## src/rtl/cbi_pkg.sv

```systemverilog
package cbi_pkg;
  typedef enum logic [1:0] {
    IRQ_OFF  = 2'b00,
    IRQ_RISE = 2'b01,
    IRQ_FALL = 2'b10,
    IRQ_BOTH = 2'b11
  } irq_mode_e;

  localparam int unsigned BLANK_W_DEF  = 10;
  localparam int unsigned SYNC_STG_DEF = 2;
endpackage

```

## src/rtl/cbi_sync.sv

```systemverilog
module cbi_sync #(
  parameter int unsigned STAGES = 2
) (
  input  logic clk,
  input  logic rst_n,
  input  logic d,
  output logic q
);
  logic [STAGES-1:0] chain;

  generate
    if (STAGES == 1) begin : g_one
      always_ff @(posedge clk or negedge rst_n) begin
        if (!rst_n) chain <= '0;
        else        chain <= d;
      end
    end else begin : g_many
      always_ff @(posedge clk or negedge rst_n) begin
        if (!rst_n) chain <= '0;
        else        chain <= {chain[STAGES-2:0], d};
      end
    end
  endgenerate

  assign q = chain[STAGES-1];
endmodule

```

## src/rtl/cbi_blank_timer.sv

```systemverilog
module cbi_blank_timer #(
  parameter int unsigned CNT_W = 10
) (
  input  logic             clk,
  input  logic             rst_n,
  input  logic             enable,
  input  logic             restart,
  input  logic [CNT_W-1:0] length,
  output logic             blank,
  output logic             was_blank
);
  logic [CNT_W-1:0] remain;

  always_ff @(posedge clk or negedge rst_n) begin
    if (!rst_n) begin
      remain    <= '0;
      was_blank <= 1'b0;
    end else if (!enable) begin
      remain    <= '0;
      was_blank <= 1'b0;
    end else begin
      was_blank <= blank;
      if (restart)
        remain <= length;
      else if (remain != '0)
        remain <= remain - 1'b1;
    end
  end

  assign blank = (remain != '0);
endmodule

```

## src/rtl/cbi_edge_irq.sv

```systemverilog
module cbi_edge_irq
  import cbi_pkg::*;
(
  input  logic       clk,
  input  logic       rst_n,
  input  logic       enable,
  input  logic [1:0] mode,
  input  logic       cmp_in,
  input  logic       blank,
  input  logic       was_blank,
  output logic       cmp_out,
  output logic       irq
);
  irq_mode_e sel;
  logic      take, differs, hit, report;

  always_comb begin
    sel     = irq_mode_e'(mode);
    take    = enable && !blank;
    differs = (cmp_in != cmp_out);
    unique case (sel)
      IRQ_RISE: hit = differs && cmp_in;
      IRQ_FALL: hit = differs && !cmp_in;
      IRQ_BOTH: hit = differs;
      default:  hit = 1'b0;
    endcase
    // the first open cycle after a window only catches up, silently
    report = take && !was_blank && hit;
  end

  always_ff @(posedge clk or negedge rst_n) begin
    if (!rst_n) begin
      cmp_out <= 1'b0;
      irq     <= 1'b0;
    end else begin
      if (!enable || take)
        cmp_out <= cmp_in;
      irq <= report;
    end
  end
endmodule

```

## src/rtl/cmp_blank_irq.sv

```systemverilog
module cmp_blank_irq #(
  parameter int unsigned BLANK_W  = cbi_pkg::BLANK_W_DEF,
  parameter int unsigned SYNC_STG = cbi_pkg::SYNC_STG_DEF
) (
  input  logic               clk,
  input  logic               rst_n,
  input  logic               enable,
  input  logic [BLANK_W-1:0] blank_len,
  input  logic [1:0]         irq_mode,
  input  logic               dac_change,
  input  logic               cmp_raw,
  output logic               cmp_blanked,
  output logic               irq_pulse
);
  logic cmp_sync;
  logic blank, was_blank;

  cbi_sync #(.STAGES(SYNC_STG)) u_sync (
    .clk   (clk),
    .rst_n (rst_n),
    .d     (cmp_raw),
    .q     (cmp_sync)
  );

  cbi_blank_timer #(.CNT_W(BLANK_W)) u_timer (
    .clk       (clk),
    .rst_n     (rst_n),
    .enable    (enable),
    .restart   (dac_change),
    .length    (blank_len),
    .blank     (blank),
    .was_blank (was_blank)
  );

  cbi_edge_irq u_edge (
    .clk       (clk),
    .rst_n     (rst_n),
    .enable    (enable),
    .mode      (irq_mode),
    .cmp_in    (cmp_sync),
    .blank     (blank),
    .was_blank (was_blank),
    .cmp_out   (cmp_blanked),
    .irq       (irq_pulse)
  );
endmodule

```

## config.mk

```make
export PLATFORM = sky130hd
export DESIGN_NAME = cmp_blank_irq
export DESIGN_NICKNAME = d
export VERILOG_FILES = /design/src/rtl/cbi_pkg.sv /design/src/rtl/cbi_sync.sv /design/src/rtl/cbi_blank_timer.sv /design/src/rtl/cbi_edge_irq.sv /design/src/rtl/cmp_blank_irq.sv
export SDC_FILE = /design/constraint.sdc
export NUM_CORES = 1
export LEC_CHECK = 0
export BUFFER_PORTS_ARGS = -buffer_cell sky130_fd_sc_hd__buf_2
export CAP_MARGIN = 10
export CORE_MARGIN = 2
export CORE_UTILIZATION = 55
export CTS_BUF_LIST = sky130_fd_sc_hd__clkbuf_8
export CTS_CLUSTER_DIAMETER = 40
export DETAILED_ROUTE_END_ITERATION = 10
export PLACE_DENSITY = 0.84
export SYNTH_ARGS = -nofsm -noshare
export SYNTH_HDL_FRONTEND = slang
export SYNTH_SLANG_ARGS = --single-unit
export TNS_END_PERCENT = 1
```

## constraint.sdc

```tcl
create_clock -name clk -period 3.1 [get_ports clk]
set_input_delay 0.31 -clock clk [delete_from_list [all_inputs] [get_ports clk]]
set_output_delay 0.31 -clock clk [all_outputs]
set_load 0.01 [all_outputs]
```

==> impl_metrics.py <==
metrics = {
    "power_and_ir_drop": {
        "leakagePower_uw": 0.0005363,
        "power_frac_comb": 0.247,
        "pwr-share-clk": 0.293,
        "p_total_uw": 511.9,
        "switching_share": 0.2816,
        "p_per_area_nw_per_um2": 492.9,
        "ir_drop_uv": 357.5,
        "p_sw_uw": 144.1,
        "p_seq_frac": 0.459,
        "p_int_uw": 367.8,
    },
    "route": {
        "vias": 656,
        "drtPass1Iterations": 4,
        "ant_nets": 0,
        "drt_iter0_drc": 5,
        "wirelength_um": 1447,
        "post_drt_wl_per_cell_um": 11.96,
        "drc_errors": 0,
        "vias_per_cell": 5.421,
    },
    "clocking": {
        "cts_buffer_depth": 2,
        "path_clk_slew_ps": 60,
        "htree_levels": 1,
        "cts_buffers": 3,
        "clk_latency_ps": 240,
        "cts_tree": "yes",
        "cts_root_buffer": "clkbuf_8",
        "post_cts_buffers": 0,
        "cts.sinks": 15,
    },
    "timing": {
        "period_share": 0.5555,
        "rsz0062_at_grt": "false",
        "relSlewSlack": 0.7249,
        "tightest_slew_ps": 408.3,
        "finalMaxSlewViolations": 0,
        "setup_viol": 0,
        "post-route-min-period_ps": 1722,
        "finalSetupTns_ps": 0,
        "skew_ps": 1.855,
        "hold_violations": 0,
        "fmax_mhz": 580.7,
    },
    "die": {
        "die_area_um2": 1945,
        "start_util": 0.5872,
        "ios": 19,
        "die_w_um": 44.11,
        "core_um2": 1506,
        "die_h_um": 44.11,
        "rows": 14,
    },
    "synth": {
        "syn_area_per_cell_um2": 10.41,
        "synthCells": 85,
        "ys_types": 29,
        "yosysWarnings": 0,
        "syn_nets": 106,
        "synth_seq_cells": 15,
        "synth_area_um2": 884.6,
        "yosysSeqAreaShare": 0.4243,
    },
    "global_routing": {
        "grt_overflow_total": 0,
        "antenna_found_initial": 0,
        "grt_max_degree": 22,
        "grt_pass1_wl_um": 2615,
        "grt_pass1_vias": 650,
        "grt.total_usage": 0.1771,
    },
    "placed_design": {
        "io_buffers": 18,
        "hpwl_um": 1077,
        "place_inst": 116,
        "gp_congestion": 0.7987,
        "place_area_um2": 983.4,
    },
    "setup_path": {
        "worst-path-stages": 6,
        "cp.required_ps": 3210,
        "crit_path_end_kind": "register",
        "cp_cell_sequence": "inv_1 > ha_1 > nor2b_1 > nand3_2 > o21ai_0 > nor3_1",
        "slowest_delay_ps": 400,
        "cp-start-kind": "register",
        "worstSetupPathType": "register to register",
        "r2r_cells": 6,
        "arrival_ps": 1830,
        "cp_max_fo": 7,
        "critPathBufInv": 1,
        "cp_slowest_cell": "dfrtp_1",
        "critPathTopFamily": "simple AND/OR/NAND/NOR gates",
    },
    "layout": {
        "drive_gt1_frac": 0.2762,
        "final_area_um2": 1039,
        "fill_cells": 136,
        "layout-area-overhead-vs-synth_pct": 17.40,
        "finalNetCount": 127,
        "diodes": 0,
        "utilization": 0.6894,
        "final_cells": 121,
    },
    "hold_path": {
        "holdPathStages": 1,
        "hp-class": "primary input to register",
    },
    "outcome": {
        "status": "finished, final reports clean",
    },
    "run": {
        "max_cap_viol_count": 0,
    },
}
==> worst register-to-register path: cells and delay by family, from the launching register on <==
kind	cells	cell delay (ps)
and+or+nand+nor	3	540
DFF	1	400
AOI/OAI and AO/OA	1	400
adders and majority gates	1	180
buffers and inverters	1	80
==> path summary, 6_finish.rpt <==
check,endpoint,from,slack [ps]
min in group asynchronous,u_timer.remain[8],rst_n,500
min,u_sync.chain[0],cmp_raw,170
max,u_timer.remain[5],u_timer.remain[0],1380
max in group asynchronous,u_timer.remain[7],rst_n,2350
min reg2reg,u_sync.chain[1],u_sync.chain[0],350
max reg2reg,u_timer.remain[5],u_timer.remain[0],1380
==> cell families (layout without fill, tap and decap cells) <==
group	count (synthesis)	after routing	share of synthesized area
compound gates	13	13	0.1146
xor+xnor	7	7	0.06931
fa+ha+maj	4	4	0.05658
buf+inv	7	27	0.02970
flops	15	15	0.4243
mux	4	4	0.05092
simple gates	35	35	0.2546
==> per-layer routing <==
metal  vias up  global-route usage  wire, µm
met4         0             0.05455         0
met3         0             0.02449        53
met2        13              0.2912       666
met5         -                   0         0
met1       310              0.2422       727
li1        333                   -         -
==> cell usage in the layout (no fill, tap or decap), types with 2 or more instances in the layout <==
cell type and instances:
inv_1 5, nor3_2 3, dfrtp_1 15, xor2_1 3, ha_1 4, buf_2 18
o211a_1 5, or3_1 2, o21a_1 2, nor2b_1 3, nor3b_1 2, nor2_1 8
nand2b_1 5, nand3_1 3, mux2i_1 3, xnor2_1 4, clkbuf_8 3, a21oi_1 2
o21ai_0 2, nor3_1 2
==> final cells by class <==
| type | instances | area [µm²] | area share |
|---|---|---|---|
| tap | 16 | 20.02 | 0.01928 |
| sequential | 15 | 375.4 | 0.3614 |
| timing repair buffer | 19 | 100.1 | 0.09639 |
| clock buffer | 3 | 41.29 | 0.03976 |
| clock inverter | 1 | 3.754 | 0.003614 |
| multi-input combinational | 63 | 483.0 | 0.4651 |
| inverter | 4 | 15.01 | 0.01446 |
==> state kept, by name (all words and copies together) (netlist names) <==
| register | cells |
|---|---|
| u_edge.irq | 1 |
| u_timer.was_blank | 1 |
| u_sync.chain | 2 |
| u_timer.remain | 10 |
| u_edge.cmp_out | 1 |
==> stage by stage <==
| stage | setup slack, ps | hold slack (ps) |
|---|---|---|
| 4_1_cts | 1375 | 170.4 |
| 2_1_floorplan | 1534 | 14.41 |
| 5_1_grt | 1193 | 170.4 |
| 3_5_place_dp | 1412 | 233.3 |
| 3_3_place_gp | 1449 | 228.2 |
| 6_report | 1378 | 172.7 |
==> repair_timing <==
action	4_1_cts	5_1_grt
gates resized for setup	0	0
endpoints found under the hold margin	15	0
hold buffers	1	0
==> synth_stat cells <==
library cell / instances / area, µm²
dfrtp_1: 15 / 375.4
nor2_1: 8 / 30.03
nand2b_1: 5 / 31.28
o211a_1: 5 / 50.05
ha_1: 4 / 50.05
inv_1: 4 / 15.01
xnor2_1: 4 / 35.03
clkbuf_1: 3 / 11.26
mux2i_1: 3 / 30.03
nand3_1: 3 / 15.01
nor2b_1: 3 / 18.77
nor3_2: 3 / 30.03
xor2_1: 3 / 26.28
a21oi_1: 2 / 10.01
nor3_1: 2 / 10.01
nor3b_1: 2 / 15.01
o21a_1: 2 / 15.01
o21ai_0: 2 / 10.01
or3_1: 2 / 12.51
and2_4: 1 / 8.760
mux2_4: 1 / 15.01
nand2_1: 1 / 3.750
nand3_2: 1 / 10.01
nand3b_1: 1 / 7.510
nor4_2: 1 / 12.51
nor4b_1: 1 / 8.760
o211ai_1: 1 / 7.510
o31a_1: 1 / 8.760
or3_4: 1 / 11.26
==> power groups by stage <==
stage	clock network, µW	logic, µW	registers [µW]
floorplan	0	97.2	235
global placement	0	123	238
detailed placement	0	126	239
CTS	154	128	235
global route	161	144	238
finish	150	127	235
Power figures use the tool's default switching activity.
